`config.mk`:
```
export PLATFORM = sky130hd
export DESIGN_NAME = dbgch_regs
export DESIGN_NICKNAME = d
export VERILOG_FILES = /design/src/rtl/dbgch_pkg.sv /design/src/rtl/dbgch_fifo.sv /design/src/rtl/dbgch_irq.sv /design/src/rtl/dbgch_regs.sv
export SDC_FILE = /design/constraint.sdc
export NUM_CORES = 1
export LEC_CHECK = 0
export ABC_AREA = 1
export CAP_MARGIN = 20
export CORE_MARGIN = 4
export CORE_UTILIZATION = 60
export DETAILED_ROUTE_END_ITERATION = 16
export DONT_BUFFER_PORTS = 1
export PLACE_DENSITY = 0.76
export SYNTH_ARGS = -nofsm -noshare
export SYNTH_HDL_FRONTEND = slang
export SYNTH_SLANG_ARGS = --single-unit
```
`constraint.sdc`:
```
create_clock -name clk -period 3.6 [get_ports clk]
set_input_delay 0.54 -clock clk [delete_from_list [all_inputs] [get_ports clk]]
set_output_delay 0.54 -clock clk [all_outputs]
set_load 0.01 [all_outputs]
```
`src/rtl/dbgch_pkg.sv`:
```
package dbgch_pkg;

    localparam logic [7:0] OFS_ACCESS = 8'h00;
    localparam logic [7:0] OFS_CONFIG = 8'h08;
    localparam logic [7:0] OFS_STATUS = 8'h10;
    localparam logic [7:0] OFS_RXDATA = 8'h18;
    localparam int         TX_SLOT_FIRST = 4;   // 0x20 >> 3
    localparam int         TX_SLOT_LAST  = 19;  // 0x98 >> 3

    typedef enum logic [1:0] {
        TXT_OFF       = 2'd0,
        TXT_EMPTY     = 2'd1,
        TXT_NOTFULL   = 2'd2,
        TXT_NEAREMPTY = 2'd3
    } tx_thr_e;

    typedef enum logic [1:0] {
        RXT_OFF      = 2'd0,
        RXT_FULL     = 2'd1,
        RXT_NOTEMPTY = 2'd2,
        RXT_NEARFULL = 2'd3
    } rx_thr_e;

    typedef struct packed {
        logic [3:0]  chan;
        logic [31:0] data;
    } tagged_word_t;

endpackage

```
`src/rtl/dbgch_fifo.sv`:
```
module dbgch_fifo #(
    parameter int DEPTH = 8,
    parameter int WIDTH = 36,
    localparam int AW = (DEPTH > 1) ? $clog2(DEPTH) : 1,
    localparam int CW = $clog2(DEPTH + 1)
) (
    input  logic             clk,
    input  logic             rst_n,
    input  logic             push,
    input  logic [WIDTH-1:0] push_data,
    input  logic             pop,
    output logic [WIDTH-1:0] head,
    output logic [CW-1:0]    count,
    output logic             full,
    output logic             empty
);
    localparam logic [AW-1:0] LAST = AW'(DEPTH - 1);
    localparam logic [CW-1:0] CMAX = CW'(DEPTH);

    logic [WIDTH-1:0] mem [DEPTH];
    logic [AW-1:0]    wr_ptr, rd_ptr;
    logic             do_push, do_pop;

    assign full    = (count == CMAX);
    assign empty   = (count == '0);
    assign do_push = push && !full;
    assign do_pop  = pop && !empty;
    assign head    = mem[rd_ptr];

    always_ff @(posedge clk) begin
        if (do_push) mem[wr_ptr] <= push_data;
    end

    always_ff @(posedge clk) begin
        if (!rst_n) begin
            wr_ptr <= '0;
            rd_ptr <= '0;
            count  <= '0;
        end else begin
            if (do_push) wr_ptr <= (wr_ptr == LAST) ? '0 : wr_ptr + 1'b1;
            if (do_pop)  rd_ptr <= (rd_ptr == LAST) ? '0 : rd_ptr + 1'b1;
            case ({do_push, do_pop})
                2'b10:   count <= count + 1'b1;
                2'b01:   count <= count - 1'b1;
                default: count <= count;
            endcase
        end
    end


    count_bound_chk: assert property (@(posedge clk) disable iff (!rst_n)
        count <= CMAX);

    full_drop_chk: assert property (@(posedge clk) disable iff (!rst_n)
        (push && full && !pop) |=> (count == CMAX));

    empty_pop_chk: assert property (@(posedge clk) disable iff (!rst_n)
        (pop && empty && !push) |=> (count == '0));
endmodule

```
`src/rtl/dbgch_irq.sv`:
```
module dbgch_irq
    import dbgch_pkg::*;
#(
    parameter int TX_DEPTH = 8,
    parameter int RX_DEPTH = 8,
    localparam int TCW = $clog2(TX_DEPTH + 1),
    localparam int RCW = $clog2(RX_DEPTH + 1)
) (
    input  logic           clk,
    input  logic           rst_n,
    input  tx_thr_e        tx_code,
    input  rx_thr_e        rx_code,
    input  logic [TCW-1:0] tx_count,
    input  logic [RCW-1:0] rx_count,
    output logic           irq
);
    logic [31:0] tx_n, rx_n;
    logic        tx_hit, rx_hit;

    assign tx_n = 32'(tx_count);
    assign rx_n = 32'(rx_count);

    always_comb begin
        unique case (tx_code)
            TXT_OFF:       tx_hit = 1'b0;
            TXT_EMPTY:     tx_hit = (tx_n == 0);
            TXT_NOTFULL:   tx_hit = (tx_n < 32'(TX_DEPTH));
            TXT_NEAREMPTY: tx_hit = ((tx_n * 4) <= 32'(TX_DEPTH));
            default:       tx_hit = 1'b0;
        endcase
    end

    always_comb begin
        unique case (rx_code)
            RXT_OFF:      rx_hit = 1'b0;
            RXT_FULL:     rx_hit = (rx_n == 32'(RX_DEPTH));
            RXT_NOTEMPTY: rx_hit = (rx_n != 0);
            RXT_NEARFULL: rx_hit = ((rx_n * 4) >= 32'(RX_DEPTH * 3));
            default:      rx_hit = 1'b0;
        endcase
    end

    assign irq = tx_hit | rx_hit;


    irq_quiet_chk: assert property (@(posedge clk) disable iff (!rst_n)
        (tx_code == TXT_OFF && rx_code == RXT_OFF) |-> !irq);

    tx_empty_irq_chk: assert property (@(posedge clk) disable iff (!rst_n)
        (tx_code == TXT_EMPTY && tx_count == '0) |-> irq);
endmodule

```
`src/rtl/dbgch_regs.sv`:
```
module dbgch_regs
    import dbgch_pkg::*;
#(
    parameter int TX_DEPTH = 8,
    parameter int RX_DEPTH = 8,
    localparam int TCW = $clog2(TX_DEPTH + 1),
    localparam int RCW = $clog2(RX_DEPTH + 1),
    localparam int WW  = $bits(tagged_word_t)
) (
    input  logic        clk,
    input  logic        rst_n,
    input  logic        bus_wr,
    input  logic        bus_rd,
    input  logic [7:0]  bus_addr,
    input  logic [31:0] bus_wdata,
    output logic [31:0] bus_rdata,
    output logic        probe_tx_valid,
    input  logic        probe_tx_ready,
    output logic [31:0] probe_tx_data,
    output logic [3:0]  probe_tx_chan,
    input  logic        probe_rx_valid,
    output logic        probe_rx_ready,
    input  logic [31:0] probe_rx_data,
    input  logic [3:0]  probe_rx_chan,
    output logic        irq
);
    tx_thr_e        tx_code;
    rx_thr_e        rx_code;
    tagged_word_t   tx_in, tx_head, rx_in, rx_head;
    logic [TCW-1:0] tx_count;
    logic [RCW-1:0] rx_count;
    logic           tx_full, tx_empty, rx_full, rx_empty;
    logic           is_tx_slot, tx_push, rx_push, rx_pop;
    logic [4:0]     slot;
    logic [3:0]     wr_chan;
    logic           unused_bits;

    assign unused_bits = ^{bus_wdata[31:20], bus_wdata[15:0]};

    assign slot       = bus_addr[7:3];
    assign is_tx_slot = (bus_addr[2:0] == 3'b000) &&
                        (int'(slot) >= TX_SLOT_FIRST) && (int'(slot) <= TX_SLOT_LAST);
    assign wr_chan    = 4'(slot - 5'(TX_SLOT_FIRST));
    assign tx_push    = bus_wr && is_tx_slot;
    assign tx_in      = '{chan: wr_chan, data: bus_wdata};
    assign rx_in      = '{chan: probe_rx_chan, data: probe_rx_data};
    assign rx_push    = probe_rx_valid && !rx_full;
    assign rx_pop     = bus_rd && (bus_addr == OFS_RXDATA) && !rx_empty;

    always_ff @(posedge clk) begin
        if (!rst_n) begin
            tx_code <= TXT_OFF;
            rx_code <= RXT_OFF;
        end else if (bus_wr && bus_addr == OFS_CONFIG) begin
            tx_code <= tx_thr_e'(bus_wdata[19:18]);
            rx_code <= rx_thr_e'(bus_wdata[17:16]);
        end
    end

    dbgch_fifo #(.DEPTH(TX_DEPTH), .WIDTH(WW)) u_txq (
        .clk(clk), .rst_n(rst_n),
        .push(tx_push), .push_data(tx_in),
        .pop(probe_tx_valid && probe_tx_ready), .head(tx_head),
        .count(tx_count), .full(tx_full), .empty(tx_empty)
    );

    dbgch_fifo #(.DEPTH(RX_DEPTH), .WIDTH(WW)) u_rxq (
        .clk(clk), .rst_n(rst_n),
        .push(rx_push), .push_data(rx_in),
        .pop(rx_pop), .head(rx_head),
        .count(rx_count), .full(rx_full), .empty(rx_empty)
    );

    dbgch_irq #(.TX_DEPTH(TX_DEPTH), .RX_DEPTH(RX_DEPTH)) u_irq (
        .clk(clk), .rst_n(rst_n),
        .tx_code(tx_code), .rx_code(rx_code),
        .tx_count(tx_count), .rx_count(rx_count), .irq(irq)
    );

    assign probe_tx_valid = !tx_empty;
    assign probe_tx_data  = tx_head.data;
    assign probe_tx_chan  = tx_head.chan;
    assign probe_rx_ready = !rx_full;

    always_comb begin
        bus_rdata = '0;
        if (bus_rd) begin
            unique case (bus_addr)
                OFS_CONFIG: bus_rdata = {12'h000, tx_code, rx_code,
                                         8'(TX_DEPTH), 8'(RX_DEPTH)};
                OFS_STATUS: bus_rdata = {8'(tx_count), 8'(rx_count), 8'h00,
                                         rx_empty ? 4'h0 : rx_head.chan,
                                         rx_empty, rx_full, tx_empty, tx_full};
                OFS_RXDATA: bus_rdata = rx_empty ? 32'h0 : rx_head.data;
                default:    bus_rdata = '0;
            endcase
        end
    end


    tx_tag_chk: assert property (@(posedge clk) disable iff (!rst_n)
        (tx_push && tx_empty) |=> (probe_tx_valid && probe_tx_chan == $past(wr_chan)));

    rx_empty_read_chk: assert property (@(posedge clk) disable iff (!rst_n)
        (bus_rd && bus_addr == OFS_RXDATA && rx_empty && !probe_rx_valid)
        |=> (rx_count == '0));

    rx_refuse_chk: assert property (@(posedge clk) disable iff (!rst_n)
        (probe_rx_valid && !probe_rx_ready && !rx_pop) |=> $stable(rx_count));
endmodule

```
After elaboration in Yosys (flattened, before gate mapping) --
Memory sizes are Yosys's and may differ from the RTL's. A register that Yosys moved wholly into a read port is not among the register bits. Cells that the tools add are included.
Cells by class: add/subtract/negate cells 9, magnitude comparators 5, equality and inequality tests 19, multiplexer cells 20, bitwise logic cells 1, reductions and logical operators 25
Operators with widths (count):
- $pmux W32 S3 | 1
- $mux W32 | 2
- $logic_not A32 Y1 | 1
- $reduce_bool A32 Y1 | 1
- $mux W3 | 8
- $eq A8 B5 Y1 const B | 2
- $pmux W4 S2 | 2
- $add A3 B1 Y3 const B | 4
- $eq A2 B2 Y1 const B | 6
- $eq A3 B3 Y1 const B | 4
- $logic_and A1 B1 Y1 | 12
- $add A4 B1 Y4 const B | 2
- $eq A2 B1 Y1 const B | 4
- $eq A4 B4 Y1 const B | 2
- $eq A8 B4 Y1 const B | 1
- $logic_not A4 Y1 | 2
- $pmux W1 S4 | 2
- $sub A4 B1 Y4 const B | 2
- $ge A6 B5 Y1 const B | 1
- $le A6 B4 Y1 const B | 1
- $ge A5 B3 Y1 const B | 1
- $le A5 B5 Y1 const B | 1
- $logic_not A1 Y1 | 4
- $logic_not A2 Y1 | 2
- 7 further kinds | 11
Word-level totals: register bits after elaboration 24, memory bits (writable) 576, input bits 82, output and inout port bits 71, word-level logic and storage cells 89, memories kept 2
Memory list:
- u_rxq.mem | depth 8, bits a word 36, rd ports 1, clocked after Yosys merged registers in 1, write ports 1, RTL line dbgch_fifo.sv:20 | logic [WIDTH-1:0] mem [DEPTH];
- u_txq.mem | depth 8, bits a word 36, rd ports 1, clocked after Yosys merged registers in 1, write ports 1, RTL line dbgch_fifo.sv:20

Longest topological paths before layout --
Gate-level depths: netlist (run 1).
depth after elaboration 7, mapped depth 16, depth with buffers taken out 16

Cells and area by module --
From an unflattened synthesis (run 1), not the netlist that was laid out.
Unflattened totals: cells, all modules 2020, area total of the unflattened synthesis 24860.1 um^2
Modules (own cells, without submodules):
- dbgch_fifo at u_rxq | times used 1, cells an instance 902, area each 11917.7 um^2, seq. area each 8908.5 um^2
- dbgch_fifo at u_txq | times used 1, cells an instance 902, area each 11908.9 um^2, seq. area each 8908.5 um^2
- dbgch_regs | times used 1, cells an instance 193, area each 942.2 um^2, seq. area each 80.1 um^2
- dbgch_irq | times used 1, cells an instance 23, area each 91.3 um^2, seq. area each 0.0 um^2

Least setup slack after synthesis (run 1) --
OpenSTA, ideal clock, no wires.
kind input to register, start input port bus_addr[5], end memory u_txq.mem[1][0], enable pin, arrival time 2.700 ns, required time 3.171 ns, path slack 0.471 ns, stages 6, cell sequence inv_2 -> ha_1 -> nand3_1 -> nand3_1 -> nand4_1 -> nor2_1
On the way: longest elaborated chain between the ends 7, elaborated cells between the ends (all ways) 8
RTL lines:
- from (decl) | RTL line dbgch_regs.sv:14 | input logic [7:0] bus_addr,
- $ge A5 B3 Y1 | RTL line dbgch_regs.sv:42 | (int'(slot) >= TX_SLOT_FIRST) && (int'(slot) <= TX_SLOT_LAST);
- $logic_and A1 B1 Y1 | RTL line dbgch_regs.sv:41 | assign is_tx_slot = (bus_addr[2:0] == 3'b000) &&
- $logic_and A1 B1 Y1 (*) | RTL line dbgch_regs.sv:42
- $logic_and A1 B1 Y1 (*) | RTL line dbgch_regs.sv:44 | assign tx_push = bus_wr && is_tx_slot;
- $logic_and A1 B1 Y1 (*) | RTL line dbgch_fifo.sv:26 | assign do_push = push && !full;
- $mux W1 (*) | RTL line dbgch_fifo.sv:31 | if (do_push) mem[wr_ptr] <= push_data;
- $mux W1 (not written as such) (*) | RTL line dbgch_fifo.sv:31
- to (decl) | RTL line dbgch_fifo.sv:20
Mark *: on every way between the ends. The rest lies on a longest branch, timed or not.

==> results.md, run 1 <==
- Wire per inst: 21.7 µm
- CTS Sinks: 606
- Post-Layout Cell Count: 2535
- Via density: 6.08
- Hold Path Class: in2reg
- First-pass detailed-route iteration total: 5
- Most frequent cells in the layout: 576 x edfxtp_1, 486 x nor2_1, 225 x o21ai_0
- DRC Markers: 0
- Die area: 43800 µm²
- Hold Path Origin: probe_rx_data[4]
- Met1 GRT Util: 0.306
- Clock transition at path regs: 0.06 ns
- Flops & latches, synth: 606
- Row count: 73
- Sequential area share after synthesis: 0.736
- Syn. warnings: 0
- Final WL: 55000 µm
- Die height: 209 µm
- Kind of end point of the critical path: output port
- CP arrival: 2.83 ns
- Hold WS: 0.0286 ns
- GRT Max-Usage Layer: met2
- Worst Skew: 0.0199 ns
- Die X-Extent: 209 µm
- Top_reg_cell synth: edfxtp_1
- Post-Syn Nets: 2045
- Nets: 2062
- Layout overhead on the synthesized area: 11.1%
- Tot GR Track Use: 0.245
- Sw frac: 0.268
- Logic pwr share: 0.147
- Worst R2R Setup Slack: 1.02 ns
- Largest net degree at the start of global routing: 95
- Initial DRC count: 1748
- Hold_buf cts: 9
- Peak VDD IR: 0.421 mV
- Async SR Flop Fraction: 0
- Internal power: 11900 µW
- Cell taking the most area after synthesis: edfxtp_1
- Setup violations, final: 0
- Initial antenna violation count: 0
- Final worst path period need: 3.37 ns
- Slew margin rel.: 0.505
- Via count: 15.4k
- Count of input and output buffers: 0
- Min-Delay Path Depth: 0
- Max Cap Viol: 0
- Final Hold Fails: 0
- Met2 Usage GRT: 0.426
- RSZ-0062 raised after global routing: no
- Status: completed
- Clock power frac: 0.357
- Synth Cell Area: 24300 µm²
- Deepest clock path buffer count: 3
- Psw: 4360 µW
- TritonCTS clock tree: built
- R2R depth: 7
- Tightest Pin Transition: 0.743 ns
- Worst Setup Start Kind: flip-flop
- Cell variety after synth: 39
- R2R Path Start: u_txq.count[1]
- Root Buffer: clkbuf_16
- Ant diodes: 0
- Met3 GRT Util: 0.0571
- Share of Yosys cell area claimed by the top area cell type: 0.712
- H-tree depth: 2
- Post-route ant nets: 0
- Fraction of layout cells with a size suffix above 1: 0.0980
- Vias in the first global route: 15.3k
- Post-route clock period utilization: 0.936
- IO Count: 153
- Fmax: 297 MHz
- DP Cell Count: 2418
- EDFF count, synth: 576
- LEAKAGE: 0.00914 µW
- Critical path peak fanout: 94
- CP required: 3.06 ns
- Seq pwr share: 0.496
- Area contributors post-synth: edfxtp_1 71%, nor2_1 7.7%, o21ai_0 4.6%, o32ai_1 2.6%, dfxtp_1 2.5%
- Setup TNS: 0 ns
- Mapped Avg Cell Area: 12.5 µm²
- Initial Util: 0.609
- Cell Pwr Density: 602 nW/µm²
- Setup Buffers After CTS: 0
- Core ar.: 39900 µm²
- Overflow after GRT: 0
- Clock buffer count from CTS: 57
- Synth Instances: 1946
- Fin. max-slew vios: 0
- First-pass GRT wire length: 84700 µm
- HPWL after detailed placement: 31400 µm
- Gates resized, CTS repair: 0
- Crit Path Class: reg2out
- Most common cell after layout, fill and taps aside: edfxtp_1
- Gpl congestion: 0.857
- Worst skew pair latency: 0.60 ns
==> layer usage <==
| layer | wire length (µm) | share of wire |
|---|---|---|
| met1 | 20800 | 0.38 |
| met2 | 28100 | 0.51 |
| met3 | 4310 | 0.078 |
| met4 | 1680 | 0.031 |
| met5 | 0 | 0 |
==> final timing paths <==
check | end
max reg2reg | u_txq.mem[5][26]
min reg2reg | flip-flop
min | u_rxq.mem[2][4]
max | bus_rdata[2]
==> stage by stage <==
step | worst slack, ns | util | power [µW] | area, µm²
2_1_floorplan | 0.471 | - | 9950 | 24300
4_1_cts | 0.223 | 0.676 | 16300 | 27000
3_5_place_dp | 0.737 | 0.628 | 10600 | 25100
3_3_place_gp | 0.801 | 0.628 | 10500 | 25100
6_report | 0.231 | 0.677 | 16300 | 27000
5_1_grt | 0.0178 | 0.677 | 16900 | 27000
==> state kept, by name (all words and copies together) (netlist names), named ones only <==
| register | count |
|---|---|
| rx_code | 2 |
| tx_code | 2 |
| u_rxq.count | 4 |
| u_rxq.mem | 288 |
| u_rxq.rd_ptr | 3 |
| u_rxq.wr_ptr | 3 |
| u_txq.count | 4 |
| u_txq.mem | 288 |
| u_txq.rd_ptr | 3 |
| u_txq.wr_ptr | 3 |
==> critical path, cell delays in order (launching register included) <==
cell	delay [ns]
dfxtp_4	0.70
buf_12	0.42
o21ai_0	0.16
o211ai_1	0.31
nand3_1	0.12
a21oi_1	0.31
buf_4	0.19
==> cells in the mapped netlist, drive strengths merged (2+ instances only) <==
cell / instances
clkbuf: 62
xnor2: 4
buf: 51
o22ai: 30
a21oi: 35
edfxtp: 576
clkinv: 2
nor2: 509
dfxtp: 30
o32ai: 72
inv: 53
ha: 16
nand2: 158
o211ai: 17
o21ai: 254
nand3: 61
nand4: 8
==> power groups by stage <==
| stage | Combinational (µW) | Sequential [µW] | Clock, µW |
|---|---|---|---|
| floorplan | 1870 | 8070 | 0 |
| detailed placement | 2380 | 8220 | 0 |
| finish | 2390 | 8070 | 5800 |
| global placement | 2280 | 8210 | 0 |
| global route | 2670 | 8090 | 6170 |
| CTS | 2410 | 8070 | 5870 |
==> layout make-up <==
type | instances | area [µm²]
Tap cell | 525 | 657
Sequential cell | 606 | 17900
Timing Repair Buffer | 71 | 623
Multi-Input combinational cell | 1172 | 5780
Clock buffer | 74 | 1590
Fill cell | 2704 | 12900
Inverter | 55 | 211
Clock inverter | 32 | 240
==> cell families after synthesis <==
logic type | count (synthesis) | synth area share
AOI/OAI and AO/OA | 410 | 0.0996
adders and majority gates | 17 | 0.00906
buffers and inverters | 168 | 0.0306
DFF | 606 | 0.736
and+or+nand+nor | 740 | 0.123
xor gates and xnor gates | 5 | 0.00180
Note: power is estimated with default switching activity, not from simulation.
==> run 2, diff against run 1 <==
CORE_MARGIN = unset   (was 4)
SYNTH_HIERARCHICAL = 1   (was unset)
==> results.md, run 2 <==
- Count of input and output buffers: 0 (unchanged)
- Largest net degree at the start of global routing: 145 (+53%)
- Worst Setup Start Kind: flip-flop
- Status: completed
- Most frequent cells in the layout: 576 x edfxtp_1, 354 x nor2_1, 284 x nand2_1
- Worst path top cell family by delay: simple AND/OR/NAND/NOR gates
- Max Cap Viol: 0 (unchanged)
- Cell Pwr Density: 532 nW/µm² (-12%)
- TritonCTS clock tree: built
- Deepest clock path buffer count: 3 (unchanged)
- CP peak stage delay: 0.41 ns (-0.29 ns)
- Slew margin rel.: 0.406 (-0.0991)
- FF-to-FF End: u_rxq/count[2]
- Worst R2R Setup Slack: 0.78 ns (-0.24 ns)
- Die area: 42300 µm² (-3.5%)
- Tot GR Track Use: 0.261 (+0.0158)
- Cell variety after synth: 36 (-7.7%)
- Area contributors post-synth: edfxtp_1 70%, nor2_1 5.6%, o21ai_0 5.0%, nand2_1 4.3%, mux2i_1 2.9%
- Fmax: 296 MHz (-0.19%)
- Flops & latches, synth: 606 (unchanged)
- Via count: 15.7k (+1.9%)
- Initial DRC count: 1427 (-18%)
- Synth Cell Area: 24900 µm² (+2.3%)
- Logic pwr share: 0.046 (-0.101)
- Met2 wire length: 28100 µm (-0.25%)
- Root Buffer: clkbuf_16
- Die X-Extent: 206 µm (-1.8%)
- Top-count cell post-synth: edfxtp_1
- CTS Sinks: 606 (unchanged)
- First-pass detailed-route iteration total: 6 (+1)
- Row count: 74 (+1.4%)
- Top Layer Used: met4
- LEAKAGE: 0.00977 µW (+6.9%)
- Mapped Avg Cell Area: 12.3 µm² (-1.5%)
- Final WL: 55900 µm (+1.7%)
- Via density: 5.88 (-3.4%)
- CP required: 3.06 ns (about the same)
- Crit path buf inv count: 2 (unchanged)
- DRC Markers: 0 (unchanged)
- Clock power frac: 0.426 (+0.069)
- Post-Syn Nets: 2118 (+3.6%)
- HPWL after detailed placement: 30400 µm (-3.0%)
- Setup TNS: 0 ns (unchanged)
- Met3 WL post-DR: 4960 µm (+15%)
- Hold Path Class: in2reg
- Overflow after GRT: 0 (unchanged)
- Tightest Pin Transition: 0.886 ns (+0.143 ns)
- Internal power: 11900 µW (+0.39%)
- Crit-path slowest cell: buf_12
- Post-route clock period utilization: 0.938 (+0.00180)
- Core ar.: 40800 µm² (+2.3%)
- Hold Path End: u_txq/mem[1][27]
- Final Hold Fails: 0 (unchanged)
- Min-Delay Path Depth: 0 (unchanged)
- H-tree depth: 2 (unchanged)
- Worst skew pair latency: 0.62 ns (+0.02 ns)
- Nets: 2190 (+6.2%)
- Sw frac: 0.205 (-0.0637)
- Final worst path period need: 3.38 ns (+0.00648 ns)
- Share of Yosys cell area claimed by the top area cell type: 0.696 (-0.0158)
- Crit Path Class: reg2out
- CP Cell Sequence: buf_12, nor2_1, nor2_1, o21ai_0, o21ai_1, nand2_1, nand2_1, nand2_1, o21ai_0, inv_1, nor2_1
- Hold Path Origin: bus_wdata[27]
- RSZ-0062 raised after global routing: no
- Sequential area share after synthesis: 0.720 (-0.0163)
- Post-route ant nets: 0 (unchanged)
- Top_reg_cell synth: edfxtp_1
- EDFF count, synth: 576 (unchanged)
- Die height: 206 µm (-1.8%)
- Synth Instances: 2020 (+3.8%)
- Gates resized, CTS repair: 0 (unchanged)
- Async SR Flop Fraction: 0 (unchanged)
- Worst Skew: 0.0244 ns (+0.00454 ns)
- Synth cell count leaders: 576 x edfxtp_1, 370 x nor2_1, 284 x nand2_1
- Psw: 3070 µW (-30%)
- Peak VDD IR: 0.529 mV (+26%)
- Registers with the most flip-flops: u_rxq/mem (288), u_txq/mem (288)
- CP arrival: 2.84 ns (about the same)
- Vias in the first global route: 15.2k (-0.69%)
- Initial Util: 0.609 (about the same)
- Final core utilization: 0.692 (+0.0151)
- Clock buffer count from CTS: 58 (+1.8%)
- Wire per inst: 20.9 µm (-3.5%)
- R2R depth: 17 (+10)
- Fin. max-slew vios: 0 (unchanged)
- Routed metal-1 wirelength: 21200 µm (+1.6%)
- Critical path peak fanout: 144 (+53%)
- Cell taking the most area after synthesis: edfxtp_1
- Fraction of layout cells with a size suffix above 1: 0.0757 (-0.0223)
- Seq pwr share: 0.528 (+0.032)
- IO Count: 153 (unchanged)
- Most common cell after layout, fill and taps aside: edfxtp_1
- Kind of end point of the critical path: output port
- Layout overhead on the synthesized area: 13.6%
- First-pass GRT wire length: 83500 µm (-1.4%)
- Initial antenna violation count: 2 (+2)
- Syn. warnings: 6 (+6)
- Clock transition at path regs: 0.06 ns (about the same)
- Setup violations, final: 0 (unchanged)
- R2R Path Start: u_rxq/count[1]
- Gpl congestion: 0.819 (-4.5%)
run 2: cell types whose count changed in the layout (fill, tap and decap cells not counted), moves of 16 or more:
cell / change
o21ai_0: +21
o32ai_1: -72
inv_1: +51
mux2i_1: +72
a21oi_1: -21
o21ai_1: +37
o22ai_1: +42
nand2_1: +129
buf_4: -28
o211ai_1: -16
nor2_1: -132
dlygate4sd3_1: +67
run 2: cell type report:
type	instances	area [µm²]
well taps	532	666
clock inverters	33	462
diodes	2	5.00
clock buffers	74	1560
multi-input cells	1216	6040
fillers	2690	12600
inverters	93	357
repair buffers	117	1230
flip-flops and latches	606	17900
run 2: routing by layer:
metal / vias up / GRT usage
li1: 7302 / -
met1: 7540 / 0.328
met2: 732 / 0.440
met3: 131 / 0.0615
met4: 0 / 0.0974
met5: - / 0
run 2: cells by family after synthesis:
kind of cell | synth area share
DFF | 0.720
xor gates and xnor gates | 0.00141
AOI/OAI and AO/OA | 0.0855
and+or+nand+nor | 0.114
adders and majority gates | 0.00805
muxes | 0.0290
buffers and inverters | 0.0418
run 2: power by group through the flow:
stage	clock [µW]	combinational, µW	sequential (µW)
after detailed placement	0	543	8080
final	6400	692	7930
after global routing	6740	762	7940
after CTS	6460	655	7930
after floorplan	0	381	8070
after global placement	0	526	8070
run 2: worst max path at each step:
stage,from,end,cells after the start
floorplan,bus_addr[6],u_txq/mem[1][0],10
global placement,bus_addr[5],u_txq/mem[0][30],7
detailed placement,flip-flop,bus_rdata[19],9
CTS,flip-flop,bus_rdata[19],9
global route,flip-flop,bus_rdata[18],12
finish,flip-flop,bus_rdata[1],11
run 2: worst reg2reg max path: stages (launching register included):
cell	delay [ns]
dfxtp_1	0.48
nor2_1	0.11
nand3_1	0.11
inv_1	0.09
nor2_2	0.16
nand3_2	0.08
buf_4	0.22
inv_1	0.10
nand2_1	0.08
inv_1	0.15
ha_1	0.24
nor2_1	0.07
nor2_1	0.20
ha_1	0.19
a21oi_1	0.05
xnor2_1	0.14
o21ai_0	0.18
inv_1	0.06
run 2: repair_timing:
action | CTS | global route
hold endpoints to repair | 432 | 95
hold buffers | 57 | 21
setup buffers | 0 | 1
endpoints found under the setup margin | 0 | 10
run 2: metrics by stage:
| step | cells | hold WS, ns | cell area [µm²] | total power (µW) | setup slack, ns |
|---|---|---|---|---|---|
| global placement | 2485 | 0.468 | 25400 | 8600 | 0.875 |
| finish | 2673 | 0.0346 | 28200 | 15000 | 0.225 |
| CTS | 2649 | 0.00154 | 28000 | 15000 | 0.100 |
| global route | 2672 | -0.000943 | 28200 | 15400 | 0.0149 |
| detailed placement | 2485 | 0.477 | 25400 | 8620 | 0.812 |
| floorplan | 2020 | 0.459 | 24900 | 8450 | 0.218 |
==> run 3, diff against run 2 <==
==> constraint.sdc (replaced) <==
create_clock -name clk -period 3.6 [get_ports clk]
set_input_delay 0 -clock clk [delete_from_list [all_inputs] [get_ports clk]]
set_output_delay 0 -clock clk [all_outputs]
set_load 0.01 [all_outputs]
==> results.md, run 3 (same netlist as run 2, synthesis figures left out) <==
- Status: completed
- Initial DRC count: 1347 (-5.6%)
- GRT Max-Usage Layer: met2
- Post-route ant nets: 0 (unchanged)
- Peak VDD IR: 0.560 mV (+6.0%)
- Worst Setup Start Kind: flip-flop
- Clock transition at path regs: 0.06 ns (about the same)
- Met3 GRT Util: 0.0451 (-0.0163)
- Worst skew pair latency: 0.61 ns (about the same)
- IO Count: 153 (unchanged)
- CP Cell Sequence: buf_4, o21ai_0, o21ai_1, nand2_1, nand2_1, nand3_1, nand2_1, inv_1, nor2_1
- Post-route clock period utilization: 0.873 (-0.0648)
- Root Buffer: clkbuf_16
- Tightest Pin Transition: 0.937 ns (+0.0508 ns)
- Met1 GRT Util: 0.314 (-0.0144)
- Min-Delay Path Depth: 2 (+2)
- Most common cell after layout, fill and taps aside: edfxtp_1
- R2R depth: 18 (+1)
- CP arrival: 3.14 ns (+0.30 ns)
- Wire per inst: 19.8 µm (-5.6%)
- Die area: 42300 µm² (unchanged)
- CP peak stage delay: 0.79 ns (+0.38 ns)
- Via count: 15.5k (-1.2%)
- Gpl congestion: 0.855 (+4.4%)
- Worst Skew: 0.0205 ns (-0.00387 ns)
- RSZ-0062 raised after global routing: no
- Setup violations, final: 0 (unchanged)
- Worst R2R Setup Slack: 0.79 ns (about the same)
- Row count: 74 (unchanged)
- Clock power frac: 0.403 (-0.023)
- Post-Layout Cell Count: 2678 (+0.19%)
- Seq pwr share: 0.549 (+0.021)
- Final core utilization: 0.685 (-0.00619)
- Fraction of layout cells with a size suffix above 1: 0.0756 (-0.000106)
- Initial Util: 0.609 (unchanged)
- CTS Sinks: 606 (unchanged)
- Most numerous cell on the critical path: nand2_1
- Final worst path period need: 3.14 ns (-0.233 ns)
- HPWL after detailed placement: 30300 µm (-0.35%)
- Logic pwr share: 0.048 (+0.002)
- First-pass GRT wire length: 81700 µm (-2.1%)
- H-tree depth: 2 (unchanged)
- Clock buffer count from CTS: 57 (-1.7%)
- CP required: 3.60 ns (+0.54 ns)
- Via density: 5.79 (-1.4%)
- Internal power: 11500 µW (-4.1%)
- Setup TNS: 0 ns (unchanged)
- Crit-path slowest cell: dfxtp_4
- Count of input and output buffers: 0 (unchanged)
- Registers with the most flip-flops: u_rxq/mem (288), u_txq/mem (288)
- Initial antenna violation count: 3 (+1)
- Nets: 2193 (+0.14%)
- Gates resized, CTS repair: 0 (unchanged)
- DRC Markers: 0 (unchanged)
- LEAKAGE: 0.00969 µW (-0.75%)
- Fmax: 318 MHz (+7.4%)
- Most frequent cells in the layout: 576 x edfxtp_1, 354 x nor2_1, 284 x nand2_1
- Hold WS: 0.106 ns (+0.0718 ns)
- First-pass detailed-route iteration total: 6 (unchanged)
- DP Cell Count: 2489 (+0.16%)
- Final WL: 52900 µm (-5.4%)
- Crit Path Class: reg2out
- Tot GR Track Use: 0.254 (-0.00627)
- Die X-Extent: 206 µm (unchanged)
- Final Hold Fails: 0 (unchanged)
- Overflow after GRT: 0 (unchanged)
- Critical path peak fanout: 57 (-60%)
- Psw: 2980 µW (-3.0%)
- Final instance area: 28000 µm² (-0.90%)
- Slew margin rel.: 0.372 (-0.0341)
- Kind of end point of the critical path: output port
- Max Cap Viol: 0 (unchanged)
- Sw frac: 0.207 (+0.00198)
- Core ar.: 40800 µm² (unchanged)
- Met2 Usage GRT: 0.445 (+0.00553)
- Hold Path Class: in2out
- Vias in the first global route: 15.1k (-0.55%)
- TritonCTS clock tree: built
- Fin. max-slew vios: 0 (unchanged)
- Deepest clock path buffer count: 3 (unchanged)
- Cell Pwr Density: 516 nW/µm² (-3.0%)
- Largest net degree at the start of global routing: 145 (unchanged)
- Placed cell area: 25300 µm² (-0.28%)
- Die height: 206 µm (unchanged)
- Layout overhead on the synthesized area: 12.6%
## run 3: cell types whose count changed in the layout (fill, tap and decap cells not counted), moves of 2 or more
cell and delta:
diode_2 +2, clkinv_1 +6, clkbuf_1 -3, buf_12 -7
buf_4 +12, clkinv_2 +5, clkinvlp_4 -2, bufinv_16 -6
## run 3: final timing paths
kind,from,to
max,flip-flop,bus_rdata[5]
min reg2reg,u_txq/rd_ptr[1],flip-flop
min,bus_rd,bus_rdata[18]
max reg2reg,u_rxq/count[2],u_rxq/count[2]
## run 3: final cells by class
| type | count | area [µm²] |
|---|---|---|
| diodes | 4 | 10.0 |
| repair buffers | 121 | 1150 |
| flip-flops and latches | 606 | 17900 |
| clock buffers | 70 | 1530 |
| clock inverters | 36 | 318 |
| fillers | 2723 | 12800 |
| inverters | 93 | 357 |
| multi-input cells | 1216 | 6040 |
| well taps | 532 | 666 |
## run 3: power by group through the flow
| stage | clock network (µW) | registers (µW) | logic, µW |
|---|---|---|---|
| 3_3_place_gp | 0 | 8070 | 521 |
| 4_1_cts | 5910 | 7920 | 688 |
| 3_5_place_dp | 0 | 8080 | 536 |
| 5_1_grt | 6150 | 7930 | 765 |
| 6_report | 5820 | 7920 | 687 |
| 2_1_floorplan | 0 | 8070 | 381 |
## run 3: critical path, delay by kind of cell (launching register included)
kind            cells  cell delay, ns
flops               1            0.79
buf+inv             2            0.66
simple gates        5            0.61
compound gates      2            0.43
## run 3: stage by stage
step / setup WS (ns) / power, µW
after detailed placement: 0.860 / 8610
final: 0.458 / 14400
after floorplan: 0.527 / 8450
after global placement: 0.984 / 8590
after CTS: 0.443 / 14500
after global routing: 0.199 / 14800
## run 3: timing repair
item,in CTS,in global routing
buffers inserted,0,0
hold buffers,78,0
endpoints found under the setup margin,0,0
hold endpoints to repair,606,0
## run 3: per-layer routing
layer | up-vias | wire [µm]
li1 | 7319 | -
met1 | 7479 | 20200
met2 | 610 | 27000
met3 | 102 | 4150
met4 | 0 | 1550
met5 | - | 0
